File: config.mk
export PLATFORM = sky130hd
export DESIGN_NAME = sc_act_seq
export DESIGN_NICKNAME = d
export VERILOG_FILES = /design/src/rtl/sc_act_pkg.sv /design/src/rtl/sc_act_timer.sv /design/src/rtl/sc_act_clkctl.sv /design/src/rtl/sc_act_seq.sv
export SDC_FILE = /design/constraint.sdc
export NUM_CORES = 1
export LEC_CHECK = 0
export ABC_CLOCK_PERIOD_IN_PS = 2400
export CELL_PAD_IN_SITES_DETAIL_PLACEMENT = 0
export CELL_PAD_IN_SITES_GLOBAL_PLACEMENT = 1
export CORE_MARGIN = 8
export CORE_UTILIZATION = 49
export CTS_BUF_LIST = sky130_fd_sc_hd__clkbuf_2
export DETAILED_ROUTE_END_ITERATION = 10
export DONT_BUFFER_PORTS = 1
export PLACE_DENSITY = 0.82
export SETUP_SLACK_MARGIN = 0.3
export SYNTH_ARGS = -nofsm -noshare
export SYNTH_HDL_FRONTEND = slang
export SYNTH_SLANG_ARGS = --single-unit
File: constraint.sdc
create_clock -name clk_i -period 2.4 [get_ports clk_i]
set_input_delay 0.12 -clock clk_i [delete_from_list [all_inputs] [get_ports clk_i]]
set_output_delay 0.12 -clock clk_i [all_outputs]
set_load 0.02 [all_outputs]
File: src/rtl/sc_act_pkg.sv
package sc_act_pkg;
  typedef enum logic [1:0] {ST_IDLE, ST_WAKE, ST_RUN} act_st_e;

  function automatic int t2_of(int t); return t + t / 2; endfunction
  function automatic int t3_of(int t); return 4 * t;     endfunction
  function automatic int t5_of(int t); return 7 * t;     endfunction
endpackage

File: src/rtl/sc_act_timer.sv
module sc_act_timer
  import sc_act_pkg::*;
#(
  parameter int T_UNIT = 64,
  localparam int T5    = t5_of(T_UNIT),
  localparam int CW    = $clog2(T5 + 1)
) (
  input  logic          clk_i,
  input  logic          rst_ni,
  input  logic          tick_i,
  input  logic          req_i,
  output act_st_e       st_o,
  output logic [CW-1:0] cnt_o
);
  act_st_e       st_q;
  logic [CW-1:0] cnt_q;

  // wake phase counts t0->t1, run phase counts from t1 and saturates at t5
  always_ff @(posedge clk_i or negedge rst_ni) begin
    if (!rst_ni) begin
      st_q  <= ST_IDLE;
      cnt_q <= '0;
    end else begin
      unique case (st_q)
        ST_IDLE: begin
          cnt_q <= '0;
          if (req_i) st_q <= ST_WAKE;
        end
        ST_WAKE: begin
          if (!req_i) begin
            st_q  <= ST_IDLE;
            cnt_q <= '0;
          end else if (tick_i) begin
            if (cnt_q == CW'(T_UNIT - 1)) begin
              st_q  <= ST_RUN;
              cnt_q <= '0;
            end else begin
              cnt_q <= cnt_q + 1'b1;
            end
          end
        end
        ST_RUN: begin
          if (!req_i) begin
            st_q  <= ST_IDLE;
            cnt_q <= '0;
          end else if (tick_i && cnt_q != CW'(T5)) begin
            cnt_q <= cnt_q + 1'b1;
          end
        end
        default: begin
          st_q  <= ST_IDLE;
          cnt_q <= '0;
        end
      endcase
    end
  end

  assign st_o  = st_q;
  assign cnt_o = cnt_q;

  p_start_r2: assert property (@(posedge clk_i) disable iff (!rst_ni)
    (st_q == ST_IDLE && req_i) |=> (st_q == ST_WAKE));
  p_abort_r10: assert property (@(posedge clk_i) disable iff (!rst_ni)
    (st_q != ST_IDLE && !req_i) |=> (st_q == ST_IDLE));
  p_no_tick_hold_r3: assert property (@(posedge clk_i) disable iff (!rst_ni)
    (st_q != ST_IDLE && req_i && !tick_i) |=> ($stable(cnt_q) && $stable(st_q)));
endmodule

File: src/rtl/sc_act_clkctl.sv
module sc_act_clkctl
  import sc_act_pkg::*;
#(
  parameter int T_UNIT  = 64,
  parameter int CLK_GAP = 1,
  localparam int T3     = t3_of(T_UNIT),
  localparam int T5     = t5_of(T_UNIT),
  localparam int CW     = $clog2(T5 + 1)
) (
  input  logic          clk_i,
  input  logic          rst_ni,
  input  logic          start_i,
  input  logic          run_i,
  input  logic          host_rst_i,
  input  logic [CW-1:0] cnt_i,
  output logic          clk_en_o
);
  logic hold_q, rel_q;
  logic past_gap, at_t5;

  always_ff @(posedge clk_i or negedge rst_ni) begin
    if (!rst_ni) begin
      hold_q <= 1'b0;
      rel_q  <= 1'b0;
    end else if (start_i) begin
      hold_q <= host_rst_i;
      rel_q  <= 1'b0;
    end else if (run_i && hold_q && !host_rst_i) begin
      rel_q  <= 1'b1;
    end
  end

  assign past_gap = cnt_i >= CW'(T3 + CLK_GAP);
  assign at_t5    = cnt_i == CW'(T5);
  // held clock is forced on at t5 even without a host release
  assign clk_en_o = run_i && past_gap && (!hold_q || rel_q || at_t5);

  p_rel_sticky_r7: assert property (@(posedge clk_i) disable iff (!rst_ni)
    (rel_q && !start_i) |=> rel_q);
  p_hold_until_rel_r7: assert property (@(posedge clk_i) disable iff (!rst_ni)
    (clk_en_o && hold_q) |-> (rel_q || at_t5));
endmodule

File: src/rtl/sc_act_seq.sv
module sc_act_seq
  import sc_act_pkg::*;
#(
  parameter int T_UNIT  = 64,
  parameter int CLK_GAP = 1
) (
  input  logic clk_i,
  input  logic rst_ni,
  input  logic osc_tick_i,
  input  logic card_pres_i,
  input  logic pwr_req_ni,
  input  logic host_rst_i,
  output logic hf_osc_o,
  output logic vgen_en_o,
  output logic vcc_ok_o,
  output logic io_en_o,
  output logic clk_en_o,
  output logic card_rst_o,
  output logic active_o
);
  localparam int T2 = t2_of(T_UNIT);
  localparam int T3 = t3_of(T_UNIT);
  localparam int T5 = t5_of(T_UNIT);
  localparam int CW = $clog2(T5 + 1);

  logic          req, run, start, at_t5;
  act_st_e       st;
  logic [CW-1:0] cnt;

  assign req   = card_pres_i & ~pwr_req_ni;
  assign run   = st == ST_RUN;
  assign start = (st == ST_IDLE) && req;

  sc_act_timer #(.T_UNIT(T_UNIT)) u_timer (
    .clk_i  (clk_i),
    .rst_ni (rst_ni),
    .tick_i (osc_tick_i),
    .req_i  (req),
    .st_o   (st),
    .cnt_o  (cnt)
  );

  sc_act_clkctl #(.T_UNIT(T_UNIT), .CLK_GAP(CLK_GAP)) u_clkctl (
    .clk_i      (clk_i),
    .rst_ni     (rst_ni),
    .start_i    (start),
    .run_i      (run),
    .host_rst_i (host_rst_i),
    .cnt_i      (cnt),
    .clk_en_o   (clk_en_o)
  );

  assign at_t5      = run && (cnt == CW'(T5));
  assign hf_osc_o   = st != ST_IDLE;
  assign vgen_en_o  = run;
  assign vcc_ok_o   = run && (cnt >= CW'(T2));
  assign io_en_o    = run && (cnt >= CW'(T3));
  assign active_o   = at_t5;
  assign card_rst_o = at_t5 & host_rst_i;

  p_order_r5: assert property (@(posedge clk_i) disable iff (!rst_ni)
    io_en_o |-> (vcc_ok_o && vgen_en_o && hf_osc_o));
  p_clk_after_io_r6: assert property (@(posedge clk_i) disable iff (!rst_ni)
    clk_en_o |-> io_en_o);
  p_rst_gated_r8: assert property (@(posedge clk_i) disable iff (!rst_ni)
    !active_o |-> !card_rst_o);
  p_clk_at_t5_r11: assert property (@(posedge clk_i) disable iff (!rst_ni)
    active_o |-> clk_en_o);
  p_idle_r1: assert property (@(posedge clk_i) disable iff (!rst_ni)
    !req |=> !hf_osc_o);
endmodule

==> impl_metrics.env <==
export IMPL_preCtsSetupSlack_ps=375
export IMPL_synthTopCellsByArea="dfrtp_1 34%, ha_1 7.9%, o2111ai_1 6.4%"
export IMPL_ios=13
export IMPL_core_rowCount=16
export IMPL_worst_ir_drop_vdd_mv=0.326
export IMPL_final_cell_area_um2=1080
export IMPL_fillerInstances=161
export IMPL_cts_tree="done"
export IMPL_run_status="finished clean"
export IMPL_post_drt_wl_per_cell_um=16.9
export IMPL_p_int_mw=0.354
export IMPL_ctsLongestPathBuffers=2
export IMPL_groute_usage_overall_pct=14.3
export IMPL_cts_reportedPaths_clkPinSlew_ps=140
export IMPL_numCtsBuffers=3
export IMPL_synth_area_leader_cell="dfrtp_1"
export IMPL_clock_insertion_delay_worst_skew_ps=280
export IMPL_root_buffer="clkbuf_2"
export IMPL_detailedRoute_firstPassIterationCount=4
export IMPL_fmaxAchievable_ghz=0.497
export IMPL_maximum_net_fanout_on_the_critical_path=9
export IMPL_floorplan_die_width_um=60.1
export IMPL_route_vias_total=891
export IMPL_finalWirelength_um=2390
export IMPL_final_antenna_net_count=0
export IMPL_floorplan_initialDensity_pct=50.1
export IMPL_yosys_warnings=0
export IMPL_antenna_cells=0
export IMPL_place_congestion=0.808
export IMPL_maxCapViolations=0
export IMPL_hold_path_startpoint="host_rst_i"
export IMPL_worstMarginPinSlew_ps=617
export IMPL_die_height_um=60.1
export IMPL_final_setup_skew_ps=8.85
export IMPL_startpoint_type="flip-flop"
export IMPL_grt_max_degree=14
export IMPL_synth_area_per_inst_um2=8.83
export IMPL_synth_net_count=120
export IMPL_drive_gt1_share_pct=20.9
export IMPL_layout_nets=128
export IMPL_ctsHtreeMaxLevel=1
export IMPL_post_dp_cell_area_um2=1000
export IMPL_grt_overflow=0
export IMPL_drt_drc_violations_left=0
export IMPL_grt_first_pass_wirelength_um=3950
export IMPL_detailedPlacementHpwl_um=1710
export IMPL_power_net_switching_mw=0.209
export IMPL_timing_final_hold_violations=0
export IMPL_combPwrFrac_pct=34.7
export IMPL_ys_seq_area_share_pct=34.1
export IMPL_layout_core_utilization_pct=56.7
export IMPL_detailedRoute_firstIterationViolations=38
export IMPL_die_area_um2=3610
export IMPL_min_path_cells=2
export IMPL_p_seq_share_pct=43.7
export IMPL_p_leak_nw=0.418
export IMPL_synth_cells=108
export IMPL_r2r_worst_path_cells=4
export IMPL_routed_via_density=6.27
export IMPL_startpoint="u_timer.cnt_o[5]"
export IMPL_postSynth_topFlopCell="dfrtp_1"
export IMPL_layout_area_overhead_vs_synth_pct=13.1
export IMPL_timing_hold_worst_class="in -> reg"
export IMPL_finalSetupTns_ps=0
export IMPL_worst_endpoint_required_time_ps=2550
export IMPL_worst_setup_path_end_kind="flip-flop"
export IMPL_synth_enable_flop_cells=0
export IMPL_postSynthRegisterBits=13
export IMPL_clock_sink_count=13
export IMPL_r2r_path_start="u_timer.cnt_o[5]"
export IMPL_critPathArrivalTime_ps=2160
export IMPL_fin_ws_ps=390
export IMPL_worst_setup_path_type="reg -> reg"
export IMPL_cellPowerDensity_nw_per_um2=522
export IMPL_asyncSetResetFlopFracSynth_pct=100
export IMPL_port_buffers=0
export IMPL_synthesis_area_um2=953
export IMPL_coreArea_um2=1900
export IMPL_setup_viol=0
export IMPL_grt_pass1_vias=851
export IMPL_grt_setup_unrepaired="true"
export IMPL_yosys_area_top_type_share_pct=34.1
export IMPL_timing_max_slew_rel_slack_pct=58.8
export IMPL_drv_slew=0
export IMPL_min_cycle_time_layout_ps=2010
export IMPL_power_share_clock_pct=21.6
export IMPL_synth_lib_cells_used_distinct=35
export IMPL_fin_crit_sh_pct=83.8
export IMPL_netSwitchingFraction_pct=37.2
export IMPL_grt_antenna_before_repair=0
## cell type report
type	instances	area (µm²)	area share, %
inverters	10	37.5	3.48
repair buffers	9	82.6	7.66
flip-flops and latches	13	328	30.4
clock buffers	4	20.0	1.86
multi-input cells	79	577	53.5
well taps	27	33.8	3.13
## cells in the mapped netlist (all sizes together) (2+ instances only)
cell     count
a21oi        3
a31oi        2
and2         3
buf          2
clkbuf       4
dfrtp       13
ha           6
inv         10
nand2        4
nand3       12
nand4        3
nor2         3
nor3         3
o2111ai      8
o211ai       5
o21ai        5
o311ai       2
o31ai        2
or2          5
or4          2
## layout by cell type, fill, tap and decap left out, drive strengths merged, types with 4 or more instances in the layout
cell type / netlist / routed
buf: 2 / 8
clkbuf: 4 / 4
dfrtp: 13 / 13
ha: 6 / 6
inv: 10 / 10
nand2: 4 / 4
nand3: 12 / 12
o2111ai: 8 / 8
o211ai: 5 / 5
o21ai: 5 / 5
or2: 5 / 5
## worst max-delay path: stages (launching register included)
cell       delay (ps)
dfrtp_1           450
or4_1             680
o31a_1            350
o2111ai_2         220
o211ai_1          180
## routing by layer
metal,up-vias,global-route usage [%],routed length [µm]
met4,0,6.46,19
met1,435,18.6,1160
met3,3,3.23,111
met5,-,0,0
li1,428,-,-
met2,25,21.6,1100
## sequential cells by signal, indices dropped and copies added, names as in the netlist
| name | cells |
|---|---|
| u_timer.st_o | 2 |
| u_clkctl.rel_q | 1 |
| u_clkctl.hold_q | 1 |
| u_timer.cnt_o | 9 |
## power groups by stage
stage | logic, mW | registers (mW) | clock network, mW
2_1_floorplan | 0.127 | 0.247 | 0
3_3_place_gp | 0.166 | 0.250 | 0
3_5_place_dp | 0.167 | 0.250 | 0
4_1_cts | 0.175 | 0.245 | 0.125
5_1_grt | 0.215 | 0.248 | 0.137
6_report | 0.196 | 0.246 | 0.121
## final timing paths
kind,end,slack [ps]
min in group asynchronous,u_clkctl.rel_q,270
setup / recovery,u_timer.cnt_o[4],390
max in group asynchronous,u_timer.cnt_o[1],1690
hold reg to reg,u_clkctl.hold_q,520
hold / removal,u_clkctl.hold_q,30
setup reg to reg,u_timer.cnt_o[4],390
## logic make-up after synthesis
group                    count (synthesis)  synth area share (%)
AO/OA/AOI/OAI                           32                  27.2
multiplexers                             1                  1.05
adder cells (fa/ha/maj)                  6                  7.87
AND/OR/NAND/NOR                         40                  23.2
flip-flops                              13                  34.1
buffers and inverters                   16                  6.56
## repair_timing
action,in CTS,in global routing
endpoints found under the hold margin,13,0
hold buffers,1,0
buffers inserted,0,3
resized for setup,0,5
setup endpoints to repair,0,3
## through the flow
stage | cells | power (mW) | hold WS [ps]
finish | 142 | 0.563 | 26.1
global route | 142 | 0.601 | 41.9
global placement | 134 | 0.416 | -175
CTS | 139 | 0.546 | 30.9
detailed placement | 134 | 0.417 | -175
floorplan | 108 | 0.374 | -176
Note: power is estimated with default switching activity, not from simulation.
